### config.mk
export PLATFORM = sky130hd
export DESIGN_NAME = addr_window_xlate
export DESIGN_NICKNAME = d
export VERILOG_FILES = /design/src/rtl/xlate_pkg.sv /design/src/rtl/xw_match.sv /design/src/rtl/xw_xlate_bank.sv /design/src/rtl/xw_select.sv /design/src/rtl/addr_window_xlate.sv
export SDC_FILE = /design/constraint.sdc
export NUM_CORES = 1
export LEC_CHECK = 0
export ABC_AREA = 1
export BUFFER_PORTS_ARGS = -buffer_cell sky130_fd_sc_hd__buf_2
export CAP_MARGIN = 20
export CORE_MARGIN = 10
export CORE_UTILIZATION = 36
export CTS_BUF_LIST = sky130_fd_sc_hd__clkbuf_4 sky130_fd_sc_hd__clkbuf_8 sky130_fd_sc_hd__clkbuf_16
export CTS_CLUSTER_SIZE = 14
export DETAILED_ROUTE_END_ITERATION = 6
export GPL_ROUTABILITY_DRIVEN = 0
export GPL_TIMING_DRIVEN = 0
export PLACE_DENSITY = 0.51
export SLEW_MARGIN = 20
export SYNTH_ARGS = -nofsm -noshare
export SYNTH_HDL_FRONTEND = slang
export SYNTH_HIERARCHICAL = 1
export SYNTH_SLANG_ARGS = --single-unit
export TNS_END_PERCENT = 50
### constraint.sdc
create_clock -name clk -period 3.9 [get_ports clk]
set_input_delay 0.195 -clock clk [delete_from_list [all_inputs] [get_ports clk]]
set_output_delay 0.195 -clock clk [all_outputs]
set_load 0.005 [all_outputs]
### src/rtl/xlate_pkg.sv
// Shared constants and types for the windowed address translator.
// Assumes at most six windows, so a window index fits in three bits.
package xlate_pkg;
    localparam int MAX_WIN = 6;
    localparam int IDX_W   = 3;
    typedef logic [IDX_W-1:0] win_idx_t;
endpackage

### src/rtl/xw_match.sv
// One window comparator. It flags an inclusive range hit and exports the
// constant substitution mask: high bits where base and high agree.
// Assumes BASE <= HIGH.
module xw_match #(
    parameter int            AW   = 32,
    parameter logic [AW-1:0] BASE = '0,
    parameter logic [AW-1:0] HIGH = '1
) (
    input  logic [AW-1:0] addr_i,
    output logic          hit_o,
    output logic [AW-1:0] mask_o
);
    // Walk from the MSB and keep bits while base and high still agree
    function automatic logic [AW-1:0] calc_mask(input logic [AW-1:0] b, input logic [AW-1:0] h);
        logic [AW-1:0] m;
        logic          same;
        same = 1'b1;
        for (int i = AW - 1; i >= 0; i--) begin
            same = same & (b[i] == h[i]);
            m[i] = same;
        end
        return m;
    endfunction

    localparam logic [AW-1:0] SUB_MASK = calc_mask(BASE, HIGH);

    // Inclusive unsigned range compare
    assign hit_o  = (addr_i >= BASE) && (addr_i <= HIGH);
    assign mask_o = SUB_MASK;
endmodule

### src/rtl/xw_xlate_bank.sv
// Source of the per-window translation values. When USE_REGS is set it is
// a register bank with an indexed write port that resets to INIT. Otherwise
// it is the INIT constants and the write port is ignored.
module xw_xlate_bank
    import xlate_pkg::*;
#(
    parameter int                      AW       = 32,
    parameter int                      NWIN     = 6,
    parameter bit                      USE_REGS = 1'b1,
    parameter logic [MAX_WIN*AW-1:0]   INIT     = '0
) (
    input  logic               clk,
    input  logic               rst_n,
    input  logic               wr_en_i,
    input  win_idx_t           wr_idx_i,
    input  logic [AW-1:0]      wr_data_i,
    output logic [NWIN*AW-1:0] xl_flat_o
);
    generate
        if (USE_REGS) begin : g_regs
            logic [AW-1:0] xl_q [NWIN];

            // Load INIT on reset; afterwards accept writes to in-range indices
            always_ff @(posedge clk) begin
                if (!rst_n) begin
                    for (int i = 0; i < NWIN; i++) xl_q[i] <= INIT[i*AW +: AW];
                end else if (wr_en_i) begin
                    for (int i = 0; i < NWIN; i++)
                        if (wr_idx_i == win_idx_t'(i)) xl_q[i] <= wr_data_i;
                end
            end

            for (genvar w = 0; w < NWIN; w++) begin : g_flat
                assign xl_flat_o[w*AW +: AW] = xl_q[w];
            end
        end else begin : g_const
            logic unused_wr;
            assign unused_wr = ^{clk, rst_n, wr_en_i, wr_idx_i, wr_data_i};
            assign xl_flat_o = INIT[NWIN*AW-1:0];
        end
    endgenerate
endmodule

### src/rtl/xw_select.sv
// Priority selector. It picks the lowest-numbered hitting window and merges
// that window's translation bits above its mask with the untouched low
// bits. On a miss the address passes through.
module xw_select
    import xlate_pkg::*;
#(
    parameter int                 AW    = 32,
    parameter int                 NWIN  = 6,
    parameter logic [MAX_WIN-1:0] SPACE = '0
) (
    input  logic [AW-1:0]      addr_i,
    input  logic [NWIN-1:0]    win_hit_i,
    input  logic [NWIN*AW-1:0] mask_flat_i,
    input  logic [NWIN*AW-1:0] xl_flat_i,
    output logic               hit_o,
    output win_idx_t           idx_o,
    output logic               space_o,
    output logic [AW-1:0]      mask_o,
    output logic [AW-1:0]      xaddr_o
);
    logic [AW-1:0] sel_xl;

    // Scan from the top index down so the lowest hit is applied last
    always_comb begin
        hit_o   = 1'b0;
        idx_o   = '0;
        space_o = 1'b0;
        mask_o  = '0;
        sel_xl  = '0;
        for (int w = NWIN - 1; w >= 0; w--) begin
            if (win_hit_i[w]) begin
                hit_o   = 1'b1;
                idx_o   = win_idx_t'(w);
                space_o = SPACE[w];
                mask_o  = mask_flat_i[w*AW +: AW];
                sel_xl  = xl_flat_i[w*AW +: AW];
            end
        end
    end

    // Substitute the high bits on a hit, pass the address through on a miss
    assign xaddr_o = hit_o ? ((sel_xl & mask_o) | (addr_i & ~mask_o)) : addr_i;
endmodule

### src/rtl/addr_window_xlate.sv
// Windowed address translator, top level. It instantiates one comparator per
// active window, the translation value source, the priority selector, and an
// optional output register. Assumes 1 <= NWIN <= 6 and base <= high.
module addr_window_xlate
    import xlate_pkg::*;
#(
    parameter int                    AW       = 32,
    parameter int                    NWIN     = 6,
    parameter bit                    USE_REGS = 1'b1,
    parameter bit                    REG_OUT  = 1'b0,
    parameter logic [MAX_WIN*AW-1:0] WIN_BASE = {32'hC000_0000, 32'h0000_1000, 32'h8000_0000,
                                                 32'h1234_0000, 32'hABCD_E000, 32'h1234_0000},
    parameter logic [MAX_WIN*AW-1:0] WIN_HIGH = {32'hC000_03FF, 32'h0000_1FFF, 32'h8FFF_FFFF,
                                                 32'h1234_00FF, 32'hABCD_FFFF, 32'h1234_FFFF},
    parameter logic [MAX_WIN*AW-1:0] XL_INIT  = {32'h0A00_0000, 32'h7777_0000, 32'h3000_0000,
                                                 32'h9999_0000, 32'hFEDC_0000, 32'h5671_0000},
    parameter logic [MAX_WIN-1:0]    SPACE    = 6'b011001
) (
    input  logic          clk,
    input  logic          rst_n,
    input  logic [AW-1:0] addr_i,
    input  logic          wr_en_i,
    input  logic [2:0]    wr_idx_i,
    input  logic [AW-1:0] wr_data_i,
    output logic          hit_o,
    output logic [2:0]    hit_idx_o,
    output logic          hit_space_o,
    output logic [AW-1:0] xaddr_o
);
    logic [NWIN-1:0]    win_hit;
    logic [NWIN*AW-1:0] mask_flat;
    logic [NWIN*AW-1:0] xl_flat;
    logic               c_hit;
    win_idx_t           c_idx;
    logic               c_space;
    logic [AW-1:0]      c_mask;
    logic [AW-1:0]      c_xaddr;

    generate
        for (genvar w = 0; w < NWIN; w++) begin : g_win
            xw_match #(
                .AW   (AW),
                .BASE (WIN_BASE[w*AW +: AW]),
                .HIGH (WIN_HIGH[w*AW +: AW])
            ) u_match (
                .addr_i (addr_i),
                .hit_o  (win_hit[w]),
                .mask_o (mask_flat[w*AW +: AW])
            );
        end
    endgenerate

    xw_xlate_bank #(
        .AW       (AW),
        .NWIN     (NWIN),
        .USE_REGS (USE_REGS),
        .INIT     (XL_INIT)
    ) u_bank (
        .clk       (clk),
        .rst_n     (rst_n),
        .wr_en_i   (wr_en_i),
        .wr_idx_i  (wr_idx_i),
        .wr_data_i (wr_data_i),
        .xl_flat_o (xl_flat)
    );

    xw_select #(
        .AW    (AW),
        .NWIN  (NWIN),
        .SPACE (SPACE)
    ) u_sel (
        .addr_i      (addr_i),
        .win_hit_i   (win_hit),
        .mask_flat_i (mask_flat),
        .xl_flat_i   (xl_flat),
        .hit_o       (c_hit),
        .idx_o       (c_idx),
        .space_o     (c_space),
        .mask_o      (c_mask),
        .xaddr_o     (c_xaddr)
    );

    generate
        if (REG_OUT) begin : g_oreg
            // Register the lookup result; clear it during reset
            always_ff @(posedge clk) begin
                if (!rst_n) begin
                    hit_o       <= 1'b0;
                    hit_idx_o   <= '0;
                    hit_space_o <= 1'b0;
                    xaddr_o     <= '0;
                end else begin
                    hit_o       <= c_hit;
                    hit_idx_o   <= c_idx;
                    hit_space_o <= c_space;
                    xaddr_o     <= c_xaddr;
                end
            end
        end else begin : g_ocomb
            assign hit_o       = c_hit;
            assign hit_idx_o   = c_idx;
            assign hit_space_o = c_space;
            assign xaddr_o     = c_xaddr;
        end
    endgenerate
endmodule

==> impl_results.md <==
- Htree depth: 4
- Worst EP arrival: 3020 ps
- Worst Hold Launch: wr_data_i[28]
- Register area share after synthesis: 0.4276
- WP data required: around 3700 ps
- Hold depth: 3
- Overflow after GRT: 0
- Fmax: between 300 and 400 MHz
- Routed WL: 40.49 mm
- CTS tree: built
- Cells after synthesis: ~1800
- Clock buffer depth: 2
- Cell Chain, Critical Path: buf_2 > nor2_1 > nand3_1 > nor2_1 > nor2_1 > nor2_1 > inv_2 > buf_2 > nand2_1 > a21oi_1 > a21oi_1 > nand2_1 > nand2_1 > buf_2
- Via-to-Cell Ratio: between 4 and 5
- Avg WL per Cell: between 15 and 20 um
- Share of cells above drive strength 1: 0.2325
- GR Util All Layers: 0.1770
- Slowest CP cell: nor2_1
- Final Cycle Share: 0.8240
- Post-DP HPWL: ~30 mm
- Sink Count: between 150 and 200
- Clock Pin Slew Worst Setup and Hold Paths: around 60 ps
- DRC violations left: 0
- Critical Path Fanout Max: 10
- Yosys reg bits: between 150 and 200
- Maximum vdd drop: ~0.00032 V
- Nets@finish: about 2200
- Max layer used: met5
- Post-CTS sizing: 0
- Syn Area/Cell: between 7 and 8 um^2
- First-pass GRT wire length: 61.09 mm
- Area growth syn-to-layout: 19.14%
- Lkg Pwr: approximately 7.7 nW
- Core Region: between 0.03 and 0.04 mm^2
- Worst Hold End: u_bank/g_regs.xl_q[4][28]$_SDFFCE_PN1P_
- # IOs: approximately 110
- IO Port Bufs: ~110
- Hold Violations, Final: 0
- Regs by FF count: u_bank/g_regs.xl_q x192
- Max-Cap Viols: 0
- Placed instance count: 2574
- CTS Hold Bufs: 0
- Routed Antenna Nets: 0
- Initial Utilization: 0.3665
- WS Path Type: primary input to primary output
- Die H: 213.5 um
- Final core occ: 0.4367
- Top cell by count, worst path: nor2_1
- Via count: around 11000
- Drt initial violations: roughly 730
- Setup crit end kind: primary output
- Final critical path time including I/O delays and setup: about 3200 ps
- Yosys cell types: 30
- CTS buffer count: 17
- Status: finished clean
- Die area: about 0.046 mm^2
- CP max stage delay: around 500 ps
- Met2 wire length: between 15 and 20 mm
- # diodes: 0
- Unrepaired setup endpoints after global routing: false
- Clock root buffer: clkbuf_16
- Setup Viol. Count Final: 0
- Horiz. Die Dim: approximately 210 um
- Slew HR: 0.5612
- WL met1: around 19 mm
- Pwr dens: 297.6 mW/mm^2
- HP Class: primary input to register
- Warnings, synthesis: 6
- Setup total negative slack: 0 ps
- Critical Path Source Type: primary input
- Post-Syn Area: 0.01348 mm^2
- Layout Cells excl Fill: ~2600
- Antenna violations before repair: 1
- Drt pass-1 iters: 5
- Max reg flops: roughly 190
- Top reg by flops: u_bank/g_regs.xl_q
- WL met3: slightly below 2 mm
- Pins Over Slew Limit: 0
- Largest net degree at the start of global routing: 28
- Vias in the first global route: 10640
- FP Rows: 70
- Setup Buffers After CTS: 0
- Slew @ Worst Pin: 655.8 ps
## placed cells by master (no fill, tap or decap), drive strengths merged, types with 6 or more instances in the layout
cell type and count:
a21oi 162, buf 392, clkbuf 24, clkinv 8, conb 192, edfxtp 192, inv 136, nand2 492
nand3 101, nand4 9, nor2 380, o21ai 6, o22ai 32
## synth_stat cells
library cell  instances  area [um^2]
nand2_1             487         1828
nor2_1              336         1261
buf_4               213         1599
edfxtp_1            192         5766
a21oi_1             152        760.7
inv_1               128        480.5
nand3_1              96        480.5
buf_2                54        270.3
nor2_2               40        250.2
o22ai_1              32        200.2
conb_1               12        45.04
buf_6                11        123.9
a21oi_2              10        87.58
nand4_1               9        56.30
inv_2                 7        26.28
nand2_2               5        31.28
o21ai_0               5        25.02
clkbuf_1              4        15.01
nor2_4                4        45.04
nand3_2               3        30.03
nand3_4               2        35.03
nand3b_1              2        15.01
nor3_1                2        10.01
a311oi_1              1        8.760
and2_1                1        6.260
buf_1                 1        3.750
clkinv_1              1        3.750
nor2b_1               1        6.260
o21a_1                1        7.510
o21ai_1               1        5.000
## routing by layer
layer	GRT usage	vias up
met5	0	-
met4	0.03618	2
met3	0.03022	26
met2	0.2961	219
met1	0.2358	5196
li1	-	6028
## through the flow
step	area, um^2	hold WS [ps]	power, mW	setup slack, ps
after global routing	16060	134.3	4.968	534.1
after global placement	15270	564.8	3.039	-1209
after floorplan	14160	422.0	2.848	775.7
after CTS	16060	112.2	4.814	627.3
final	16060	130.5	4.781	686.3
after detailed placement	15470	576.2	3.061	634.7
## worst max path at each step
stage	start	end	slack (ps)	cells after the start
2_1_floorplan	wr_idx_i[2]	u_bank/g_regs.xl_q[1][0]$_SDFFCE_PN0P_	780	3
3_5_place_dp	addr_i[16]	xaddr_o[10]	630	14
4_1_cts	addr_i[16]	xaddr_o[10]	630	14
5_1_grt	addr_i[16]	xaddr_o[21]	530	14
6_report	addr_i[16]	xaddr_o[8]	690	14
3_3_place_gp	wr_idx_i[2]	u_bank/g_regs.xl_q[2][4]$_SDFFCE_PN0P_	-1210	4
## cell families after synthesis
family,Yosys count,share of synthesized area
flops,192,0.4276
other cells,12,0.003341
simple gates,988,0.3008
compound gates,202,0.08120
buf+inv,419,0.1871
## power by group
part           internal (mW)  switching, mW  leakage, nW
Sequential              2.41         0.0346         1.87
Combinational          0.247          0.332         5.53
Clock                   1.02          0.740        0.291
Total                   3.67           1.11         7.69
## critical path, delay by kind of cell
family | cells | cell delay, ps
buffers and inverters | 4 | 790
AOI/OAI and AO/OA | 2 | 510
and+or+nand+nor | 8 | 1500
## area by class of cell
type	count	area [um^2]
tap	468	585.6
sequential	192	5766
multi-input combinational	1382	5921
inverter	136	510.5
clock buffer	20	447.9
buffer	283	2012
timing repair buffer	113	680.7
fill	3805	20720
clock inverter	12	141.4
No activity file was read; power rests on OpenSTA's default activity.
